===== config.mk =====
export PLATFORM = sky130hd
export DESIGN_NAME = fsync_spi_master
export DESIGN_NICKNAME = d
export VERILOG_FILES = /design/src/rtl/fsm_pkg.sv /design/src/rtl/fsm_baud_tick.sv /design/src/rtl/fsm_shift_core.sv /design/src/rtl/fsm_sync_gen.sv /design/src/rtl/fsync_spi_master.sv
export SDC_FILE = /design/constraint.sdc
export NUM_CORES = 1
export LEC_CHECK = 0
export BUFFER_PORTS_ARGS = -buffer_cell sky130_fd_sc_hd__buf_2
export CAP_MARGIN = 20
export CORE_UTILIZATION = 46
export CTS_CLUSTER_SIZE = 12
export DETAILED_ROUTE_END_ITERATION = 12
export GPL_TIMING_DRIVEN = 1
export PLACE_DENSITY = 0.72
export SLEW_MARGIN = 20
export SYNTH_ARGS = -nofsm -noshare
export SYNTH_HDL_FRONTEND = slang
export SYNTH_SLANG_ARGS = --single-unit

===== constraint.sdc =====
create_clock -name clk -period 4.95 [get_ports clk]
set_input_delay 0.99 -clock clk [delete_from_list [all_inputs] [get_ports clk]]
set_output_delay 0.99 -clock clk [all_outputs]
set_load 0.02 [all_outputs]

===== src/rtl/fsm_pkg.sv =====
package fsm_pkg;
    typedef enum logic {
        XF_IDLE = 1'b0,
        XF_RUN  = 1'b1
    } xfer_state_e;
endpackage


===== src/rtl/fsm_baud_tick.sv =====
module fsm_baud_tick #(
    parameter int DIV_W = 8
) (
    input  logic             clk,
    input  logic             rst_n,
    input  logic             run,
    input  logic [DIV_W-1:0] div,
    output logic             tick
);
    typedef struct packed {
        logic [DIV_W-1:0] cnt;
    } baud_t;

    baud_t bd_d, bd_q;

    always_comb begin
        bd_d = bd_q;
        if (!run)
            bd_d.cnt = '0;
        else if (bd_q.cnt == div)
            bd_d.cnt = '0;
        else
            bd_d.cnt = bd_q.cnt + 1'b1;
    end

    assign tick = run && (bd_q.cnt == div);

    always_ff @(posedge clk or negedge rst_n) begin
        if (!rst_n) bd_q <= '0;
        else        bd_q <= bd_d;
    end


    cnt_range_chk: assert property (@(posedge clk) disable iff (!rst_n)
        run |-> (bd_q.cnt <= div));
endmodule


===== src/rtl/fsm_shift_core.sv =====
module fsm_shift_core #(
    parameter int WORD_W = 16
) (
    input  logic              clk,
    input  logic              rst_n,
    input  logic              load,
    input  logic [WORD_W-1:0] load_data,
    input  logic              shift_tx,
    input  logic              sample,
    input  logic              miso,
    output logic              tx_msb,
    output logic [WORD_W-1:0] rx_word
);
    typedef struct packed {
        logic [WORD_W-1:0] tx;
        logic [WORD_W-1:0] rx;
    } shreg_t;

    shreg_t sh_d, sh_q;

    always_comb begin
        sh_d = sh_q;
        if (load)
            sh_d.tx = load_data;
        else if (shift_tx)
            sh_d.tx = {sh_q.tx[WORD_W-2:0], 1'b0};
        if (sample)
            sh_d.rx = {sh_q.rx[WORD_W-2:0], miso};
    end

    assign tx_msb  = sh_q.tx[WORD_W-1];
    assign rx_word = sh_q.rx;

    always_ff @(posedge clk or negedge rst_n) begin
        if (!rst_n) sh_q <= '0;
        else        sh_q <= sh_d;
    end


    no_load_sample_chk: assert property (@(posedge clk) disable iff (!rst_n)
        !(load && sample));
endmodule


===== src/rtl/fsm_sync_gen.sv =====
module fsm_sync_gen #(
    parameter int DIV_W = 8
) (
    input  logic             clk,
    input  logic             rst_n,
    input  logic             busy,
    input  logic             first_slot,
    input  logic             framed_lat,
    input  logic             pol_lat,
    input  logic             framed_cfg,
    input  logic             pol_cfg,
    input  logic [DIV_W-1:0] div_lat,
    output logic             ss
);
    localparam int CW = DIV_W + 2;

    logic sync_on;

    assign sync_on = busy && framed_lat && first_slot;

    always_comb begin
        if (busy)
            ss = framed_lat ? (sync_on ? pol_lat : !pol_lat) : 1'b0;
        else
            ss = framed_cfg ? !pol_cfg : 1'b1;
    end

    // checker state: length of the current sync pulse in system clocks
    logic [CW-1:0] len_d, len_q;
    logic [CW-1:0] exp_len;

    assign exp_len = (CW'(div_lat) + CW'(1)) << 1;

    always_comb begin
        len_d = sync_on ? len_q + 1'b1 : '0;
    end

    always_ff @(posedge clk or negedge rst_n) begin
        if (!rst_n) len_q <= '0;
        else        len_q <= len_d;
    end


    sync_len_chk: assert property (@(posedge clk) disable iff (!rst_n)
        $fell(sync_on) |-> (len_q == exp_len));
endmodule


===== src/rtl/fsync_spi_master.sv =====
module fsync_spi_master
    import fsm_pkg::*;
#(
    parameter int WORD_W = 16,
    parameter int DIV_W  = 8
) (
    input  logic              clk,
    input  logic              rst_n,
    input  logic              cfg_framed,
    input  logic              cfg_sync_pol,
    input  logic              cfg_sync_early,
    input  logic [DIV_W-1:0]  cfg_div,
    input  logic              tx_valid,
    output logic              tx_ready,
    input  logic [WORD_W-1:0] tx_data,
    output logic              rx_done,
    output logic [WORD_W-1:0] rx_data,
    output logic              sck,
    output logic              mosi,
    input  logic              miso,
    output logic              ss
);
    localparam int SLOT_W = $clog2(WORD_W + 2);
    localparam logic [SLOT_W-1:0] LAST_ALIGNED = SLOT_W'(WORD_W - 1);
    localparam logic [SLOT_W-1:0] LAST_EARLY   = SLOT_W'(WORD_W);

    typedef struct packed {
        xfer_state_e       st;
        logic [SLOT_W-1:0] slot;
        logic              phase;
        logic              framed;
        logic              pol;
        logic              early;
        logic [DIV_W-1:0]  div;
        logic              last_smp;
        logic              done;
        logic [WORD_W-1:0] rx_out;
    } ctl_t;

    ctl_t c_d, c_q;

    logic              busy, tick, accept, pre, data_slot;
    logic              sample_en, shift_en;
    logic [SLOT_W-1:0] last_slot;
    logic              tx_msb;
    logic [WORD_W-1:0] rx_word;

    assign busy      = (c_q.st == XF_RUN);
    assign accept    = !busy && tx_valid;
    assign pre       = c_q.framed && c_q.early;
    assign last_slot = pre ? LAST_EARLY : LAST_ALIGNED;
    assign data_slot = !(pre && (c_q.slot == '0));
    assign sample_en = busy && tick && !c_q.phase && data_slot;
    assign shift_en  = busy && tick && c_q.phase && data_slot;

    always_comb begin
        c_d          = c_q;
        c_d.done     = 1'b0;
        c_d.last_smp = 1'b0;
        if (accept) begin
            c_d.st     = XF_RUN;
            c_d.slot   = '0;
            c_d.phase  = 1'b0;
            c_d.framed = cfg_framed;
            c_d.pol    = cfg_sync_pol;
            c_d.early  = cfg_sync_early;
            c_d.div    = cfg_div;
        end else if (busy && tick) begin
            if (!c_q.phase) begin
                c_d.phase    = 1'b1;
                c_d.last_smp = data_slot && (c_q.slot == last_slot);
            end else begin
                c_d.phase = 1'b0;
                if (c_q.slot == last_slot)
                    c_d.st = XF_IDLE;
                else
                    c_d.slot = c_q.slot + 1'b1;
            end
        end
        if (c_q.last_smp) begin
            c_d.done   = 1'b1;
            c_d.rx_out = rx_word;
        end
    end

    always_ff @(posedge clk or negedge rst_n) begin
        if (!rst_n) c_q <= '0;
        else        c_q <= c_d;
    end

    fsm_baud_tick #(.DIV_W(DIV_W)) baud_i (
        .clk  (clk),
        .rst_n(rst_n),
        .run  (busy),
        .div  (c_q.div),
        .tick (tick)
    );

    fsm_shift_core #(.WORD_W(WORD_W)) shift_i (
        .clk      (clk),
        .rst_n    (rst_n),
        .load     (accept),
        .load_data(tx_data),
        .shift_tx (shift_en),
        .sample   (sample_en),
        .miso     (miso),
        .tx_msb   (tx_msb),
        .rx_word  (rx_word)
    );

    fsm_sync_gen #(.DIV_W(DIV_W)) sync_i (
        .clk       (clk),
        .rst_n     (rst_n),
        .busy      (busy),
        .first_slot(c_q.slot == '0),
        .framed_lat(c_q.framed),
        .pol_lat   (c_q.pol),
        .framed_cfg(cfg_framed),
        .pol_cfg   (cfg_sync_pol),
        .div_lat   (c_q.div),
        .ss        (ss)
    );

    assign tx_ready = !busy;
    assign sck      = busy && c_q.phase;
    assign mosi     = busy ? tx_msb : 1'b0;
    assign rx_done  = c_q.done;
    assign rx_data  = c_q.rx_out;


    sck_hold_chk: assert property (@(posedge clk) disable iff (!rst_n)
        (busy && !tick) |=> $stable(sck));


    mosi_stable_chk: assert property (@(posedge clk) disable iff (!rst_n)
        ($past(sck) && sck) |-> $stable(mosi));


    done_pulse_chk: assert property (@(posedge clk) disable iff (!rst_n)
        rx_done |=> !rx_done);


    accept_busy_chk: assert property (@(posedge clk) disable iff (!rst_n)
        (tx_valid && tx_ready) |=> !tx_ready);
endmodule


### Word-level counts from Yosys, hierarchy flattened

Cells that the tools add are included.

* register bits after elaboration: 76

* reduce and logical (&&, ||, !) cells: 25
* multiplexer cells: 20
* add/sub/neg operators: 2
* eq/ne operators: 3

Operators by type and width (number)
* 16-bit two-way mux: 2
* 17-bit two-way mux: 1
* 8-bit two-way mux: 2
* 7-bit two-way mux: 2
* 1-bit logical AND: 13
* 1-bit two-way mux: 10
* 5-bit two-way mux: 2
* 8-bit by 1-bit adder with 8-bit output (second input constant): 1
* 8-bit equality test: 1
* 2-bit nonzero test: 4
* 6-bit two-way mux: 1
* 3-bit AND reduction: 2
* 5-bit by 1-bit adder with 5-bit output (second input constant): 1
* 5-bit equality test: 1
* 1-bit zero test: 5
* 5-bit zero test: 1
* 2-bit inequality test (second input constant): 1

### Depth between registers and ports, before layout

Gate-level depths: netlist (run 1).

* depth in word-level cells: 7
* gate-level depth with buffers: 9
* depth with buffers taken out: 7

### Cells and area by module

From an unflattened synthesis (run 1), not the netlist that was laid out.

* cells, all modules: 318
* area total of the unflattened synthesis: 3673.5 µm²

By module, submodules not included
* fsync_spi_master: cells an instance 150, area each 1639.1 µm², seq. area each 900.9 µm², times used 1
* fsm_shift_core: cells an instance 119, area each 1511.4 µm², seq. area each 800.8 µm², times used 1
* fsm_baud_tick: cells an instance 46, area each 500.5 µm², seq. area each 200.2 µm², times used 1
* fsm_sync_gen: cells an instance 3, area each 22.5 µm², seq. area each 0.0 µm², times used 1

### Least setup slack after synthesis (run 1)

OpenSTA, ideal clock, no wires.

* kind: register to output
* start point: reg c_q[30] (netlist name)
* end point: out ss
* stages on the path, launching flop included: 7
* slack: 2.394 ns
* arrival: 1.566 ns
* buffers on the path: 0
* data required time: 3.960 ns
* cells stage by stage: dfrtp_1 inv_1 ha_1 nor4b_1 xnor2_1 a21oi_1 a31oi_1

* word-level cells in the longest chain between the ends: 5

RTL lines
* start, declared: RTL line fsync_spi_master.sv:40 `ctl_t c_d, c_q;`
* start signal, assigned: RTL line fsync_spi_master.sv:87 `if (!rst_n) c_q <= '0;`
* start signal, assigned: RTL line fsync_spi_master.sv:88 `else c_q <= c_d;`
* 5-bit zero test: RTL line fsync_spi_master.sv:115 `.first_slot(c_q.slot == '0),`
* 1-bit logical AND: RTL line fsm_sync_gen.sv:19 `assign sync_on = busy && framed_lat && first_slot;`
* 1-bit two-way mux (2 in series): RTL line fsm_sync_gen.sv:23 `ss = framed_lat ? (sync_on ? pol_lat : !pol_lat) : 1'b0;`
* 1-bit two-way mux: RTL line fsm_sync_gen.sv:22 `if (busy)`
* end, declared: RTL line fsync_spi_master.sv:21 `output logic ss`

Every way passes these cells.

### Worst setup path after layout (run 1)

Same ends and word-level chain as after synthesis.

==> metrics.yaml, run 1 <==
critPathKind: "reg2out"
fin_cells: 457
critPathArrivalTime_ns: 1.96
first_pass_iters: 4
finClkSkew_ns: 0.0104
synth_area_mm2: 0.00346
post-route-min-period_ns: 2.95
post_dp_cell_area_mm2: 0.00367
start_util_pct: 47.7
critical_path_peak_fanout: 4
post-route-period-util_pct: 59.7
peakVddDrop_mv: 0.207
vias: 2340
ys_ff_latch: 76
cts.sinks: 76
syn_inst: 322
drc_errors: 0
post-place-cells: 442
cp_cell_sequence: "inv_1 -> ha_1 -> nor4b_1 -> xnor2_1 -> a21oi_1 -> a31oi_1 -> buf_2"
rows: 31
hp-class: "reg2reg"
cp_top_family: "flip-flops"
power.total_mw: 1.60
synth_cell_types: 39
insertedDiodeCount: 0
yosysSeqAreaShare_pct: 55.0
drive_gt1_share_pct: 29.6
fill_cells: 661
worst-path-stages: 7
io_buffers: 51
io_pins: 52
die_area_mm2: 0.00787
core-area_mm2: 0.00725
wire_per_inst_um: 13.4
clock_path_buffers: 2
track_usage_pct: 17.1
clkLatencyLatePin_ns: 0.35
start_kind: "flop"
fp.dieH_um: 88.7
reg2reg_depth: 5
dpl.hpwl_mm: 4.21
worstSetupEndpointType: "primary output"
cts_tree: "done"
fmax_mhz: 339
drv_cap: 0
grt_remaining_overflow: 0
final-hold-violation-count: 0
postLayoutCellArea_mm2: 0.00385
syn2layout_area_growth_pct: 11.4
nets: 388
ctsHoldBuffers: 0
worst_pin_slew_ns: 1.02
cp_num_buf_inv: 2
required_ns: 3.96
antenna_found_initial: 0
synth_nets: 356
setup_viol: 0
max_slew_margin_pct: 31.6
yosys_warnings: 0
leakagePower_nw: 1.90
ant_nets: 0
cts_made_buffers: 9
grt_pass1_wl_mm: 10.2
rsz0062_at_grt: "false"
report.final.slew_viol_count: 0
grt_max_degree: 59
powerDensity_mw_per_mm2: 416
crit_slowest_cell: "dfrtp_1"
first_iter_violations: 93
finalHoldWorstSlack_ns: 0.495
post_cts_buffers: 0
cts_resized: 0
die_w_um: 88.7
whs_path_depth: 2
tns_ns: 0
grt_pass1_vias: 2130
syn_area_per_cell_um2: 10.7
max_stage_delay_ns: 0.41
status: "finished, final reports clean"
cts-root-buf: "clkbuf_8"
via_per_inst: 5.12
clk_pin_slew_worst_paths_ns: 0.07
htree_levels: 3
finalWeightedCongestion: 0.842
routed_wl_mm: 6.15
worst register-to-register path, delay by kind of cell (launching register included):
kind | cells | cell delay, ns
XOR/XNOR | 1 | 0.18
flip-flops | 1 | 0.45
multiplexers | 1 | 0.43
AND/OR/NAND/NOR | 3 | 1.38
area by class of cell:
cell class / count / area [µm²] / area share (%)
Clock inverter: 3 / 21.3 / 0.552
Clock buffer: 12 / 165 / 4.29
Tap cell: 99 / 124 / 3.22
Sequential cell: 76 / 1900 / 49.4
Multi-Input combinational cell: 208 / 1340 / 34.9
Inverter: 5 / 18.8 / 0.487
Timing Repair Buffer: 54 / 278 / 7.21
synthesized netlist by cell type (all sizes together):
cell type  number  area share (%)
o21ai           2            0.29
a21oi           2            0.29
o22a            1            0.25
nor3b           1            0.22
or2             2            0.36
a211o           1            0.25
mux2           32              10
o311ai          1            0.25
nor2           12             1.3
a221oi          1            0.25
xor2            2            0.51
clkbuf         11             1.2
o211ai         15             3.3
ha              3             1.1
and3            5            0.94
a221o           1            0.29
and2            3            0.54
nand2          71             7.7
a31oi           1            0.18
a311o           1            0.29
nor4b           2            0.51
buf            22             4.5
nor3            4            0.58
inv             5            0.54
xnor2          14             3.5
nand4           3            0.54
a22o            1            0.25
dfrtp          76              55
nor4            4             1.2
nor2b           1            0.18
or4             1            0.25
nand3          20             2.9
o22ai           1            0.18
where the power goes:
group	switching (mW)	internal, mW	total, mW
clock network	0.225	0.221	0.445
registers	0.101	0.739	0.840
logic	0.158	0.160	0.318
layout by cell type (no fill, tap or decap), types with 2 or more instances in the layout:
cell       n
inv_1      5
buf_2     51
nor3_1     4
nor4b_1    2
nand3_1   20
and3_1     4
clkbuf_8  12
dfrtp_1   76
xnor2_1   14
a21oi_1    2
buf_4      3
nand2_1   71
xor2_1     2
nor4_1     3
mux2_2    32
nor2_1    12
o211ai_1  15
nand4_1    3
ha_1       3
and2_1     3
cell families (layout without fill, tap and decap cells):
group,after synthesis,count (layout),synth area share [%]
flops,76,76,55.0
buf+inv,38,74,6.26
compound gates,28,28,6.04
xor+xnor,16,16,4.05
mux,32,32,10.4
fa+ha+maj,3,3,1.09
simple gates,129,129,17.2
registers in the layout (all words and copies together) (netlist names):
| signal | flops |
|---|---|
| rx_done | 1 |
| rx_data | 16 |
| c_q | 18 |
| shift_i.rx_word | 16 |
| baud_i.bd_q | 8 |
| shift_i.sh_q | 15 |
| shift_i.tx_msb | 1 |
| busy | 1 |
path summary, 6_finish.rpt:
| kind | start | end | slack [ns] |
|---|---|---|---|
| worst max-delay path | c_q[30] | ss | 2.00 |
| max in group asynchronous | rst_n | c_q[25] | 3.33 |
| worst max register to register | baud_i.bd_q[2] | shift_i.rx_word[8] | 2.40 |
| worst min-delay path | c_q[27] | c_q[27] | 0.50 |
| worst min register to register | c_q[27] | c_q[27] | 0.50 |
| min in group asynchronous | rst_n | rx_data[2] | 0.55 |
stage by stage:
stage / setup slack, ns / util (%)
CTS: 1.95 / 53.1
global route: 1.73 / 53.1
finish: 2.00 / 53.1
floorplan: 2.39 / -
detailed placement: 2.34 / 50.5
global placement: 2.36 / 50.5
routing by layer:
| layer | track usage (%) | up-vias | wire length [µm] |
|---|---|---|---|
| met5 | 0 | - | 0 |
| met4 | 5.72 | 0 | 92 |
| met3 | 5.04 | 10 | 251 |
| met2 | 26.3 | 53 | 2780 |
| met1 | 23.2 | 1133 | 3020 |
| li1 | - | 1144 | - |
No activity file was read; power rests on OpenSTA's default activity.
==> run 2, diff against run 1 <==
--- a/config.mk
+++ b/config.mk
@@ -5,13 +5,14 @@
 export SDC_FILE = /design/constraint.sdc
 export NUM_CORES = 1
 export LEC_CHECK = 0
+export ABC_AREA = 1
 export BUFFER_PORTS_ARGS = -buffer_cell sky130_fd_sc_hd__buf_2
 export CAP_MARGIN = 20
 export CORE_UTILIZATION = 46
 export CTS_CLUSTER_SIZE = 12
 export DETAILED_ROUTE_END_ITERATION = 12
 export GPL_TIMING_DRIVEN = 1
-export PLACE_DENSITY = 0.72
+export PLACE_DENSITY = 0.71
 export SLEW_MARGIN = 20
 export SYNTH_ARGS = -nofsm -noshare
 export SYNTH_HDL_FRONTEND = slang
==> constraint.sdc (replaced) <==
create_clock -name clk -period 2.8 [get_ports clk]
set_input_delay 0.56 -clock clk [delete_from_list [all_inputs] [get_ports clk]]
set_output_delay 0.56 -clock clk [all_outputs]
set_load 0.02 [all_outputs]
==> run 2 against run 1 <==
Wire length grew 13%. Total power grew 95%. Via count grew 24%. Hold slack lost 0.16 ns. Critical path type unchanged. Critical endpoint unchanged. Largest power group unchanged.
==> metrics.yaml, run 2 <==
clkLatencyLatePin_ns: 0.35  # about the same
cts_resized: 0  # unchanged
die_w_um: 93.2  # +5.0%
rows: 32  # +3.2%
cp_cell_sequence: "inv_1 -> ha_1 -> nand2_1 -> nor2_2 -> inv_1 -> or2_2 -> nand3_1 -> a21oi_1 -> buf_2"
synth_area_leader_cell: "dfrtp_1"
crit_top_cell: "inv_1"
crit_slowest_cell: "dfrtp_1"
yosys-top-cells-area: "dfrtp_1, nand2_1, mux2_2"
critPathArrivalTime_ns: 1.81  # -0.15 ns
fp.dieH_um: 93.2  # +5.0%
grt_remaining_overflow: 0  # unchanged
die_area_mm2: 0.00869  # +10%
htree_levels: 3  # unchanged
grt_pass1_vias: 2777  # +30%
ys.flop_type: "dfrtp_1"
yosysSeqAreaShare_pct: 49.7  # -5.3 points
io_buffers: 51  # unchanged
mostFrequentLayoutCell: "nand2_1"
routed_wl_mm: 6.96  # +13%
cts-root-buf: "clkbuf_8"
max_slew_margin_pct: 37.6  # +6.0 points
drc_errors: 0  # unchanged
ctsHoldBuffers: 0  # unchanged
first_pass_iters: 4  # unchanged
finalHoldWorstSlack_ns: 0.332  # -0.163 ns
final-hold-violation-count: 0  # unchanged
regMostFlops: "c_q"
finalCoreUtilization_pct: 52.9  # -0.19 points
rsz0062_at_grt: "false"
core-area_mm2: 0.00789  # +8.7%
critical_path_peak_fanout: 7  # +3
synth_nets: 488  # +37%
critPathKind: "reg2out"
syn_inst: 454  # +41%
ys_ff_latch: 76  # unchanged
regToRegSetupSlack_ns: 0.83  # -1.57 ns
synthArstFlopShare_pct: 100  # unchanged
grt_pass1_wl_mm: 12.2  # +20%
dpl.hpwl_mm: 4.71  # +12%
tns_ns: 0  # unchanged
regArea_mm2: 0.00190  # unchanged
hp-class: "in2async"
leakagePower_nw: 2.32  # +22%
io_pins: 52  # unchanged
post-place-cells: 574  # +30%
start_util_pct: 48.5  # +0.81 points
report.final.slew_viol_count: 0  # unchanged
cts_tree: "done"
cts_made_buffers: 9  # unchanged
post_cts_buffers: 0  # unchanged
nets: 517  # +33%
yosys.area.top_type_share_pct: 49.7  # -5.3 points
syn_area_per_cell_um2: 8.43  # -22%
post-route-period-util_pct: 84.8
required_ns: 2.24  # -1.72 ns
drive_gt1_share_pct: 20.9  # -8.7 points
synth_cell_types: 27  # -31%
fin_cells: 590  # +29%
final_cell_mix: "nand2_1, dfrtp_1, buf_2, inv_1, nand3_1"
powerDensity_mw_per_mm2: 751  # +80%
start_kind: "flop"
reg2reg_depth: 9  # +4
finClkSkew_ns: 0.0114  # +0.000995 ns
largest_register_ffs: 18  # unchanged
synth_area_mm2: 0.00383  # +11%
setup_viol: 0  # unchanged
worstSetupEndpointType: "primary output"
max_stage_delay_ns: 0.44  # +0.03 ns
power.total_mw: 3.13  # +95%
peakVddDrop_mv: 0.428  # +110%
clock_path_buffers: 2  # unchanged
cts.sinks: 76  # unchanged
insertedDiodeCount: 0  # unchanged
finalWeightedCongestion: 0.867  # +2.9%
antenna_found_initial: 0  # unchanged
vias: 2899  # +24%
synth_edf_count: 0  # unchanged
ant_nets: 0  # unchanged
synthMostInstantiatedCell: "nand2_1"
status: "finished, final reports clean"
clk_pin_slew_worst_paths_ns: 0.08  # about the same
yosys_warnings: 0  # unchanged
wire_per_inst_um: 11.8  # -12%
grt_max_degree: 77  # +31%
track_usage_pct: 18.3  # +1.3 points
synth_common_cells: "nand2_1, dfrtp_1, inv_1, nand3_1, nor2_1"
post-route-min-period_ns: 2.37
worst_pin_slew_ns: 0.936  # -0.0822 ns
r2r-end: "shift_i.sh_q[18]"
reg2reg_from: "c_q[30]"
drv_cap: 0  # unchanged
fmax_mhz: 421
first_iter_violations: 108  # +16%
syn2layout_area_growth_pct: 9.09
multi_input_area_mm2: 0.00154  # +15%
via_per_inst: 4.91  # -4.0%
fill_cells: 745  # +13%
run 2: report_power, final:
part / internal [mW] / switching, mW
combinational: 0.325 / 0.516
clock: 0.412 / 0.396
sequential: 1.31 / 0.178
total: 2.04 / 1.09
run 2: worst max-delay path by stage:
stage | start | slack, ns | cells after the start | to
2_1_floorplan | c_q[30] | 0.93 | 8 | ss
3_3_place_gp | c_q[30] | 0.82 | 9 | ss
3_5_place_dp | c_q[30] | 0.80 | 9 | ss
4_1_cts | c_q[31] | 0.39 | 9 | ss
5_1_grt | c_q[31] | 0.24 | 9 | ss
6_report | c_q[30] | 0.43 | 9 | ss
run 2: cell families after synthesis:
kind of cell | count (synthesis) | synth area share, %
adder cells (fa/ha/maj) | 3 | 0.981
buffers and inverters | 72 | 10.0
AO/OA/AOI/OAI | 20 | 2.81
XOR/XNOR | 8 | 1.83
AND/OR/NAND/NOR | 259 | 29.9
flip-flops | 76 | 49.7
multiplexers | 16 | 4.71
run 2: cell type report:
class / instances / share of cell area, %
clock buffer: 10 / 3.06
clock inverter: 6 / 1.50
inverter: 37 / 3.33
multi-input combinational: 306 / 37.0
sequential: 76 / 45.6
tap: 102 / 3.06
timing repair buffer: 53 / 6.53
run 2: layer usage:
metal / global-route usage [%] / vias up / share of wire [%]
li1: - / 1489 / -
met1: 23.0 / 1351 / 47
met2: 29.8 / 49 / 47
met3: 5.37 / 10 / 4.3
met4: 7.31 / 0 / 1.7
met5: 0 / - / 0
run 2: through the flow:
stage,cell area (µm²),setup slack (ns)
CTS,4170,0.392
floorplan,3830,0.935
global placement,3980,0.819
global route,4170,0.237
detailed placement,3980,0.797
finish,4170,0.426
run 2: worst max-delay path, delay by kind of cell, from the launching register on:
kind / cells / cell delay (ns)
AOI/OAI and AO/OA: 1 / 0.06
DFF: 1 / 0.44
adders and majority gates: 1 / 0.14
and+or+nand+nor: 4 / 0.51
buffers and inverters: 3 / 0.33
